--- src/rtl/spad_pkg.sv ---
package spad_pkg;
  // Default geometry of the scratchpad
  localparam int unsigned SPAD_DATA_W   = 16;
  localparam int unsigned SPAD_NUM_REGS = 16;

  // Per-cycle access decision
  typedef enum logic [1:0] {
    ACC_NONE  = 2'd0,
    ACC_READ  = 2'd1,
    ACC_WRITE = 2'd2,
    ACC_BAD   = 2'd3
  } acc_kind_e;
endpackage

--- src/rtl/spad_sel_decode.sv ---
module spad_sel_decode #(
  parameter int unsigned NUM_REGS = spad_pkg::SPAD_NUM_REGS,
  localparam int unsigned SEL_W = NUM_REGS - 1,
  localparam int unsigned IDX_W = $clog2(NUM_REGS)
) (
  input  logic [SEL_W-1:0] sel,
  output logic [IDX_W-1:0] idx,
  output logic             multi
);
  localparam int unsigned CNT_W = $clog2(NUM_REGS) + 1;

  logic [CNT_W-1:0] hot_cnt;

  // Count raised lines and encode the one that is raised;
  // an empty vector falls back to the last register.
  always_comb begin
    hot_cnt = '0;
    idx     = IDX_W'(NUM_REGS - 1);
    for (int i = 0; i < SEL_W; i++) begin
      if (sel[i]) begin
        hot_cnt = hot_cnt + CNT_W'(1);
        idx     = IDX_W'(i);
      end
    end
  end

  assign multi = (hot_cnt > CNT_W'(1));
endmodule

--- src/rtl/spad_access_ctrl.sv ---
module spad_access_ctrl
  import spad_pkg::*;
(
  input  logic      rd,
  input  logic      wr,
  input  logic      multi,
  output acc_kind_e kind,
  output logic      do_rd,
  output logic      do_wr,
  output logic      refuse
);
  always_comb begin
    if (!rd && !wr)          kind = ACC_NONE;
    else if ((rd && wr) || multi) kind = ACC_BAD;
    else if (rd)             kind = ACC_READ;
    else                     kind = ACC_WRITE;
  end

  assign do_rd  = (kind == ACC_READ);
  assign do_wr  = (kind == ACC_WRITE);
  assign refuse = (kind == ACC_BAD);
endmodule

--- src/rtl/spad_storage.sv ---
module spad_storage #(
  parameter int unsigned DATA_W   = spad_pkg::SPAD_DATA_W,
  parameter int unsigned NUM_REGS = spad_pkg::SPAD_NUM_REGS,
  localparam int unsigned IDX_W = $clog2(NUM_REGS)
) (
  input  logic              clk,
  input  logic              rst,
  input  logic              we,
  input  logic [IDX_W-1:0]  addr,
  input  logic [DATA_W-1:0] wdata,
  output logic [DATA_W-1:0] rdata
);
  logic [DATA_W-1:0] mem [NUM_REGS];

  always_ff @(posedge clk) begin
    if (rst) begin
      for (int i = 0; i < NUM_REGS; i++) mem[i] <= '0;
    end else if (we) begin
      mem[addr] <= wdata;
    end
  end

  // Single shared port: read and write never coincide
  assign rdata = mem[addr];
endmodule

--- src/rtl/spad_regfile.sv ---
module spad_regfile #(
  parameter int unsigned DATA_W   = spad_pkg::SPAD_DATA_W,
  parameter int unsigned NUM_REGS = spad_pkg::SPAD_NUM_REGS,
  localparam int unsigned SEL_W = NUM_REGS - 1,
  localparam int unsigned IDX_W = $clog2(NUM_REGS)
) (
  input  logic              clk,
  input  logic              rst,
  input  logic [SEL_W-1:0]  sel_i,
  input  logic              rd_i,
  input  logic              wr_i,
  input  logic [DATA_W-1:0] wdata_i,
  output logic [DATA_W-1:0] rdata_o,
  output logic              rdata_en_o,
  output logic              err_o
);
  import spad_pkg::*;

  logic [IDX_W-1:0]  idx;
  logic              multi;
  acc_kind_e         kind;
  logic              do_rd;
  logic              do_wr;
  logic              refuse;
  logic [DATA_W-1:0] cell_q;

  spad_sel_decode #(
    .NUM_REGS(NUM_REGS)
  ) i_decode (
    .sel   (sel_i),
    .idx   (idx),
    .multi (multi)
  );

  spad_access_ctrl i_ctrl (
    .rd     (rd_i),
    .wr     (wr_i),
    .multi  (multi),
    .kind   (kind),
    .do_rd  (do_rd),
    .do_wr  (do_wr),
    .refuse (refuse)
  );

  spad_storage #(
    .DATA_W  (DATA_W),
    .NUM_REGS(NUM_REGS)
  ) i_store (
    .clk   (clk),
    .rst   (rst),
    .we    (do_wr),
    .addr  (idx),
    .wdata (wdata_i),
    .rdata (cell_q)
  );

  // Registered bus-side outputs
  always_ff @(posedge clk) begin
    if (rst) begin
      rdata_o    <= '0;
      rdata_en_o <= 1'b0;
      err_o      <= 1'b0;
    end else begin
      rdata_o    <= do_rd ? cell_q : '0;
      rdata_en_o <= do_rd;
      err_o      <= refuse;
    end
  end
endmodule

--- config.mk ---
export PLATFORM = sky130hd
export DESIGN_NAME = spad_regfile
export DESIGN_NICKNAME = d
export VERILOG_FILES = /design/src/rtl/spad_pkg.sv /design/src/rtl/spad_sel_decode.sv /design/src/rtl/spad_access_ctrl.sv /design/src/rtl/spad_storage.sv /design/src/rtl/spad_regfile.sv
export SDC_FILE = /design/constraint.sdc
export NUM_CORES = 1
export LEC_CHECK = 0
export BUFFER_PORTS_ARGS = -buffer_cell sky130_fd_sc_hd__buf_2
export CORE_MARGIN = 4
export CORE_UTILIZATION = 40
export CTS_CLUSTER_DIAMETER = 30
export CTS_CLUSTER_SIZE = 10
export DETAILED_ROUTE_END_ITERATION = 7
export PLACE_DENSITY = 0.58
export RECOVER_POWER = 25
export SLEW_MARGIN = 10
export SYNTH_ARGS = -nofsm -noshare
export SYNTH_HDL_FRONTEND = slang
export SYNTH_SLANG_ARGS = --single-unit
--- constraint.sdc ---
create_clock -name clk -period 12.41 [get_ports clk]
set_input_delay 0.6205 -clock clk [delete_from_list [all_inputs] [get_ports clk]]
set_output_delay 0.6205 -clock clk [all_outputs]
set_load 0.03 [all_outputs]
[Word-level counts from Yosys, hierarchy flattened]
Memory sizes are Yosys's and may differ from the RTL's. A register that Yosys moved wholly into a read port is not among the register bits.
Index checks and enable logic that the tools add are counted.
Word-level totals
  register bits after elaboration: 2
  bits in writable memories: 256
  bits of input ports: 35
  output and inout bits: 18
  word-level logic and storage cells: 70
  memories kept: 1
Memory list
  i_store.mem: words 16, bits a word 16, read ports 1, clocked after memory_dff 1, write ports 16, RTL line spad_storage.sv:13  | logic [DATA_W-1:0] mem [NUM_REGS];
Operators by class
  $add $sub $neg: 14
  order comparisons: 1
  equal/unequal tests: 3
  multiplexer cells: 41
  bitwise gates (word level): 1
  reductions and logical operators: 7
Operator list (count)
  $mux W5: 14
  $add A5 B1 Y5 const B: 13
  $mux W4: 16
  $mux W16: 1
  $reduce_or A16 Y1: 1
  $mux W1: 7
  $mux W2: 3
  $gt A5 B1 Y1 const B: 1
  $eq A2 B2 Y1 const B: 2
  $add A1 B1 Y2 const B: 1
  $eq A2 B1 Y1 const B: 1
  $logic_and A1 B1 Y1: 2
  $logic_not A1 Y1: 2
  $reduce_or A2 Y1: 1
  $logic_or A1 B1 Y1: 1
  $not A1 Y1: 1

[Depth between registers and ports, before layout]
Gate-level depths: netlist of the first run.
  depth in word-level cells: 39
  mapped depth: 46
  gate-level depth less buffers: 44

[Modules after synthesis]
A second synthesis of the first run with hierarchy kept.
Unflattened totals
  cells, all modules: 1062
  area, all modules: 14178.6 um2
Modules (own cells, without submodules)
  spad_storage: times used 1, cells each 724, area an instance 11576.1 um2, sequential area each 7687.4 um2
  spad_sel_decode: times used 1, cells each 295, area an instance 2026.9 um2, sequential area each 0.0 um2
  spad_regfile: times used 1, cells each 38, area an instance 531.8 um2, sequential area each 360.3 um2
  spad_access_ctrl: times used 1, cells each 5, area an instance 43.8 um2, sequential area each 0.0 um2

[Least setup slack after synthesis of the first run]
Ideal clock, no wire load.
  kind: input -> register
  from: in sel_i[2]
  to: mem i_store.mem[13][0] in the netlist's numbering (enable)
  setup time: 0.414 ns
  arrival time: 8.975 ns
  data required time: 11.996 ns
  path slack: 3.021 ns
  cell stages on the path: 44
  buffers on the path: 3
  cells stage by stage: clkbuf_1 > clkbuf_1 > nand2b_1 > o21ai_0 > ha_1 > xnor2_1 > nand2_1 > o31ai_1 > xnor2_1 > a21oi_1 > ha_1 > a32oi_1 > nand2_1 > xnor2_1 > o21ai_0 > ha_1 > nand2b_1 > o31a_1 > [... 8 more ...] > nor2_1 > xnor2_1 > a21oi_1 > ha_1 > and2_1 > or2_2 > o22ai_1 > inv_1 > ha_1 > nand2_1 > xor2_1 > nand4_1 > o21ai_0 > and2_1 > and4b_1 > mux2i_4 > buf_2 > o31ai_1
RTL lines
  from (decl): RTL line spad_regfile.sv:9  | input logic [SEL_W-1:0] sel_i,
  to (decl): RTL line spad_storage.sv:13

==> results of run 1 <==
layout make-up:
| class | instances | share of cell area |
|---|---|---|
| Tap cell | 461 | 0.03358 |
| Clock inverter | 39 | 0.02396 |
| Clock buffer | 83 | 0.1061 |
| Timing Repair Buffer | 82 | 0.02557 |
| Inverter | 20 | 0.004370 |
| Sequential cell | 274 | 0.4685 |
| Multi-Input combinational cell | 891 | 0.3380 |
Yosys cell counts, drive strengths merged, types with 22 or more instances:
master	instances	area [um^2]
a21oi	25	125.1
o22ai	24	150.1
nor2	72	270.3
xnor2	34	297.8
buf	22	112.6
nand2	176	660.6
a222oi	47	470.5
clkbuf	96	360.4
nor3b	130	975.9
edfxtp	256	7687
and2	118	738.2
o21ai	39	195.2
sequential cells by signal, indices dropped and copies added (netlist names):
register	count
err_o	1
i_store.mem	256
rdata_en_o	1
rdata_o	16
per-layer routing:
layer	part of all wire	GRT usage	up-vias	routed length, um
li1	-	-	4942	-
met1	0.43	0.3126	5358	18520
met2	0.46	0.3347	459	19840
met3	0.077	0.03786	84	3334
met4	0.032	0.07728	0	1383
met5	0	0	-	0
power by group through the flow:
stage / clock network (mW) / registers [mW] / logic [mW]
6_report: 1.72 / 1.09 / 0.888
3_3_place_gp: 0 / 1.10 / 0.884
4_1_cts: 1.74 / 1.09 / 0.895
3_5_place_dp: 0 / 1.10 / 0.889
2_1_floorplan: 0 / 1.12 / 0.676
5_1_grt: 1.79 / 1.09 / 0.970
worst max path at each step:
stage               cells past startpoint     start                   to  slack (ps)
detailed placement                     45  sel_i[0]   i_store.mem[14][3]        2260
global placement                       46  sel_i[0]   i_store.mem[14][3]        2640
CTS                                    45  sel_i[0]  i_store.mem[14][14]        2780
finish                                 44  sel_i[0]   i_store.mem[4][14]        2210
global route                           46  sel_i[0]  i_store.mem[14][10]        1200
floorplan                              44  sel_i[2]   i_store.mem[13][0]        3020
kinds of logic (layout without fill, tap and decap cells):
kind of cell	Yosys count	in the layout	share of synthesized area
buffers and inverters	138	224	0.03808
DFF	274	274	0.5592
muxes	3	3	0.002956
AOI/OAI and AO/OA	221	221	0.1162
xor gates and xnor gates	57	57	0.04164
and+or+nand+nor	593	593	0.2271
adders and majority gates	17	17	0.01478
==> results.md, run 1 <==
* Layout overhead on the synthesized area at 19.36%
* Die Height at 197.7 um
* DRT iter0 DRCs at 1461
* Synthesized area per cell at roughly 11 um^2
* Most frequent cell on the critical path: ha_1
* Clock root cell: clkbuf_16
* Share of cells above drive strength 1 at 0.1246
* Hold WC Path Type: in2reg
* Ys flop type: edfxtp_1
* Die footprint at ~39000 um^2
* Failing checks: DRC
* Tot GR Track Use at 0.2179
* Tot Pwr at 3.694 mW
* Placed cell area at roughly 15000 um^2
* Fmax achieved at 0.09802 GHz
* Starting density of the core at 0.4046
* Mapped Nets at roughly 1400
* WP buf/inv at 4
* Flops & latches, synth at 274
* Final setup fails at 0
* WL/cell at 23.29 um
* Post-CTS Hold Buffers at 0
* Rel. slew slack at 0.1594
* Cells after Synth at 1303
* Critical-path cell with the highest stage delay: or2_0
* First-pass GRT wire length at 65.16 mm
* Via count at 10843
* CP max stage delay at 1020 ps
* Hold_ws at around 460 ps
* Worst EP arrival at 10350 ps
* Core area at 35570 um^2
* Static leakage power at 5.946 nW
* Worst-path maximum fanout at 17
* VDD IR-drop max at 0.1607 mV
* Actual slew at the worst max-slew pin at ~1300 ps
* Worst-Skew Late Latency at 550 ps
* YS warnings at 0
* Num rows at 69
* Most common cell after layout, fill and taps aside: edfxtp_1
* Largest net degree at the start of global routing at ~90
* Outcome: finished with violations
* Post-CTS setup buffers at 0
* Number of flops mapped to enable cells by yosys at 256
* CTS Sinks at roughly 270
* Sequential power share at 0.295
* Post-Route Setup TNS at 0 ps
* Antenna violations before repair at 0
* Slew Viols, Final at 0
* Post-synthesis cell area at around 14000 um^2
* CTS tree: done
* CP Capture Type: flip-flop
* Req. time, crit path at 12560 ps
* Drc violations at 1
* Final core occ at 0.4829
* Vias in the first global route at 10404
* Hold Path Origin: rd_i
* Gpl congestion at 0.8823
* DRT Pass-1 Iters at 8
* Net Sw Power at 1.172 mW
* Area taken by multi-input logic gates at 5806 um^2
* Unique masters post-synth at 66
* CP Launch Type: input pin
* Comb power frac at 0.240
* Setup repair after global routing missed its margin: no
* Tmin final at 10200 ps
* Register Area at about 8000 um^2
* Post-route cell area at 17180 um^2
* Worst Skew at 18.49 ps
* Via density at 5.861
* Hold EP: err_o
* Drt total wl at 43.08 mm
* Non-Filler Instances at 1850
* Diode count at 0
* Kind of critical path: in2reg
* Worst R2R Start: i_store.mem[5][13]
* Worst reg-to-reg setup slack at 10570 ps
* Switching part of the total at 0.3173
* Top Ports at 53
* Detailed Place HPWL at 26.52 mm
* FF-to-FF End: rdata_o[13]
* Nets at 1390
* Seq/Total Area, Yosys at 0.5592
* Worst Slack Setup Final at roughly 2200 ps
* Most frequent cells in the layout: edfxtp_1, nand2_1, nor3b_1, and2_1
* CTS max path bufs at 3
* Final Cycle Share at 0.8221
* Post-CTS resize count at 0
* Pre-CTS WS at 2257 ps
* Pwr Density at around 220 nW/um^2
* WHS Path Cells at 2
* Asr flop ratio synth at 0
* Register-to-Register Path Depth at 6
* Int Pwr at 2.522 mW
* Num CTS Buffers at roughly 70
* Fillers at 3207
* Clk slew on worst S/H paths at 40 ps
* Detail Route Antenna Nets at 0
* Delay-heaviest family, CP: simple AND/OR/NAND/NOR gates
* Buffers on Ports at 52
* Max-cap violations at 0
* H-tree levels at 3
* Total gr overflow at 0
* Clk pwr share at 0.464
* Placed insts at 1728
* Die W at 197.7 um
* Final hold violation count at 0
Note: power is estimated with default switching activity, not from simulation.
==> run 2, diff against run 1 <==
Clock period 12.41 ns to 10.7 ns, I/O delays scaled along.
==> results.md, run 2 (synthesis gave the netlist of run 1 again) <==
* Max reg flops at 256 (unchanged)
* Largest net degree at the start of global routing at 57 (was 88)
* Post-route cell area at 17100 um^2 (was 17180 um^2)
* Top Ports at 53 (unchanged)
* Tmin final at 9498 ps
* Static leakage power at 5.910 nW (was 5.946 nW)
* Num rows at 69 (unchanged)
* Rel. slew slack at 0.2382 (was 0.1594)
* Drc violations at 6 (was 1)
* Die footprint at 39080 um^2 (unchanged)
* Actual slew at the worst max-slew pin at 1143 ps (was 1261 ps)
* Buffers on Ports at 52 (unchanged)
* Share of cells above drive strength 1 at 0.1315 (was 0.1246)
* WL/cell at 23.36 um (was 23.29 um)
* Kind of critical path: in2reg (unchanged)
* FF-to-FF End: rdata_o[15] (was rdata_o[13])
* Final setup fails at 0 (unchanged)
* Vias in the first global route at 10575 (was 10404)
* Nets at 1383 (was 1390)
* VDD IR-drop max at 0.1867 mV (was 0.1607 mV)
* Slew Viols, Final at 0 (unchanged)
* CP max stage delay at 510 ps (was 1020 ps)
* CTS max path bufs at 3 (unchanged)
* Clock root cell: clkbuf_16 (unchanged)
* Worst Slack Setup Final at 1202 ps (was 2208 ps)
* Starting density of the core at 0.4046 (unchanged)
* Core area at 35570 um^2 (unchanged)
* Clk slew on worst S/H paths at 40 ps (about the same)
* Via count at 10781 (was 10843)
* Final core occ at 0.4809 (was 0.4829)
* Worst R2R Start: i_store.mem[5][15] (was i_store.mem[5][13])
* Most common cell after layout, fill and taps aside: edfxtp_1 (unchanged)
* CP Capture Type: flip-flop (unchanged)
* Post-CTS Hold Buffers at 0 (unchanged)
* Worst-Skew Late Latency at 610 ps (was 550 ps)
* Antenna violations before repair at 2 (was 0)
* H-tree levels at 2 (was 3)
* Most frequent cell on the critical path: ha_1 (unchanged)
* Critical path launch point: sel_i[1] (was sel_i[0])
* Fmax achieved at 0.1053 GHz
* Post-Route Setup TNS at 0 ps (unchanged)
* CP Launch Type: input pin (unchanged)
* Number of stages on the worst setup path at 47 (was 44)
* Hold WC Path Type: in2reg (unchanged)
* Final hold violation count at 0 (unchanged)
* Worst Skew at 31.28 ps (was 18.49 ps)
* Drt total wl at 43.11 mm (was 43.08 mm)
* Biggest register: i_store.mem (unchanged)
* Post-CTS setup buffers at 0 (unchanged)
* Tot GR Track Use at 0.2160 (was 0.2179)
* Met2 usage at 0.3457 (was 0.3347)
* Pwr Density at 246.1 nW/um^2 (was 215.1 nW/um^2)
* Delay-heaviest family, CP: adder cells (was simple AND/OR/NAND/NOR gates)
* Detail Route Antenna Nets at 0 (unchanged)
* Global-route met3 utilization at 0.04690 (was 0.03786)
* Failing checks: DRC (unchanged)
* Die W at 197.7 um (unchanged)
* Post-CTS resize count at 0 (unchanged)
* Worst-path maximum fanout at 56 (was 17)
* Req. time, crit path at 11030 ps (was 12560 ps)
* Busiest grt layer: met2 (unchanged)
* Most frequent cells in the layout: edfxtp_1, nand2_1, nor3b_1, and2_1, nor2_1 (was edfxtp_1, nand2_1, nor3b_1, and2_1)
* Placed cell area at 15030 um^2 (was 15000 um^2)
* First-pass GRT wire length at 64.53 mm (was 65.16 mm)
* Register-to-Register Path Depth at 6 (unchanged)
* Max-cap violations at 0 (unchanged)
* Total gr overflow at 0 (unchanged)
* Worst reg-to-reg setup slack at 8720 ps (was 10570 ps)
* Detailed Place HPWL at 27.27 mm (was 26.52 mm)
* Critical-path cell with the highest stage delay: mux2i_4 (was or2_0)
* DRT iter0 DRCs at 1282 (was 1461)
* Pre-CTS WS at 865.7 ps (was 2257 ps)
* Setup crit end: i_store.mem[7][15] (was i_store.mem[4][14])
* Layout overhead on the synthesized area at 18.85% (was 19.36%)
* CTS Sinks at 274 (unchanged)
* Gpl congestion at 0.8595 (was 0.8823)
* CTS tree: done (unchanged)
* Worst EP arrival at 9830 ps (was 10350 ps)
* Biggest regs: i_store.mem: 256 flops, rdata_o: 16 flops (unchanged)
* Diode count at 0 (unchanged)
* Num CTS Buffers at 61 (was 69)
* WP buf/inv at 6 (was 4)
* Final Cycle Share at 0.8877
* DRT Pass-1 Iters at 8 (unchanged)
* Setup repair after global routing missed its margin: no (unchanged)
* Outcome: finished with violations (unchanged)
* Die Height at 197.7 um (unchanged)
* Via density at 5.843 (was 5.861)
* M1 GR Usage at 0.2927 (was 0.3126)
-- run 2: cell types whose count changed in the layout (fill, tap and decap cells not counted), sizes merged --
cell	previous run	this run
buf	57	60
bufinv	7	8
clkbuf	108	97
clkinv	25	27
clkinvlp	3	7
inv	24	20
-- run 2: area by class of cell --
| type | count | area, um^2 |
|---|---|---|
| Inverter | 20 | 75.07 |
| Timing Repair Buffer | 83 | 466.7 |
| Tap cell | 461 | 576.8 |
| Multi-Input combinational cell | 891 | 5822 |
| Clock inverter | 42 | 500.5 |
| Clock buffer | 74 | 1615 |
| Fill cell | 3234 | 18470 |
| Sequential cell | 274 | 8048 |
-- run 2: stage by stage --
step | instances | total power, mW | hold slack (ps)
finish | 1845 | 4.209 | 279.1
global route | 1845 | 4.392 | 277.4
CTS | 1845 | 4.225 | 254.4
detailed placement | 1729 | 2.339 | 748.7
global placement | 1729 | 2.325 | 769.1
floorplan | 1303 | 2.086 | 603.3
-- run 2: worst min-delay path by stage --
stage | startpoint | to | cells past startpoint
2_1_floorplan | i_store.mem[14][8] | rdata_o[8] | 4
3_3_place_gp | i_store.mem[14][10] | rdata_o[10] | 4
3_5_place_dp | i_store.mem[14][4] | rdata_o[4] | 2
4_1_cts | rd_i | err_o | 2
5_1_grt | rd_i | err_o | 2
6_report | rd_i | err_o | 2
-- run 2: routing by layer --
metal  vias to the layer above  routed length [um]  share of wire
met5                         -                   0              0
met4                         0                1234          0.029
met3                        70                3424          0.079
met2                       453               20310           0.47
met1                      5330               18140           0.42
li1                       4928                   -              -
-- run 2: power breakdown --
| part | leakage [nW] | switching [mW] | internal [mW] | total, mW |
|---|---|---|---|---|
| Sequential | 2.58 | 0.0218 | 1.24 | 1.27 |
| Combinational | 2.32 | 0.728 | 0.341 | 1.07 |
| Clock | 1.02 | 0.610 | 1.27 | 1.88 |
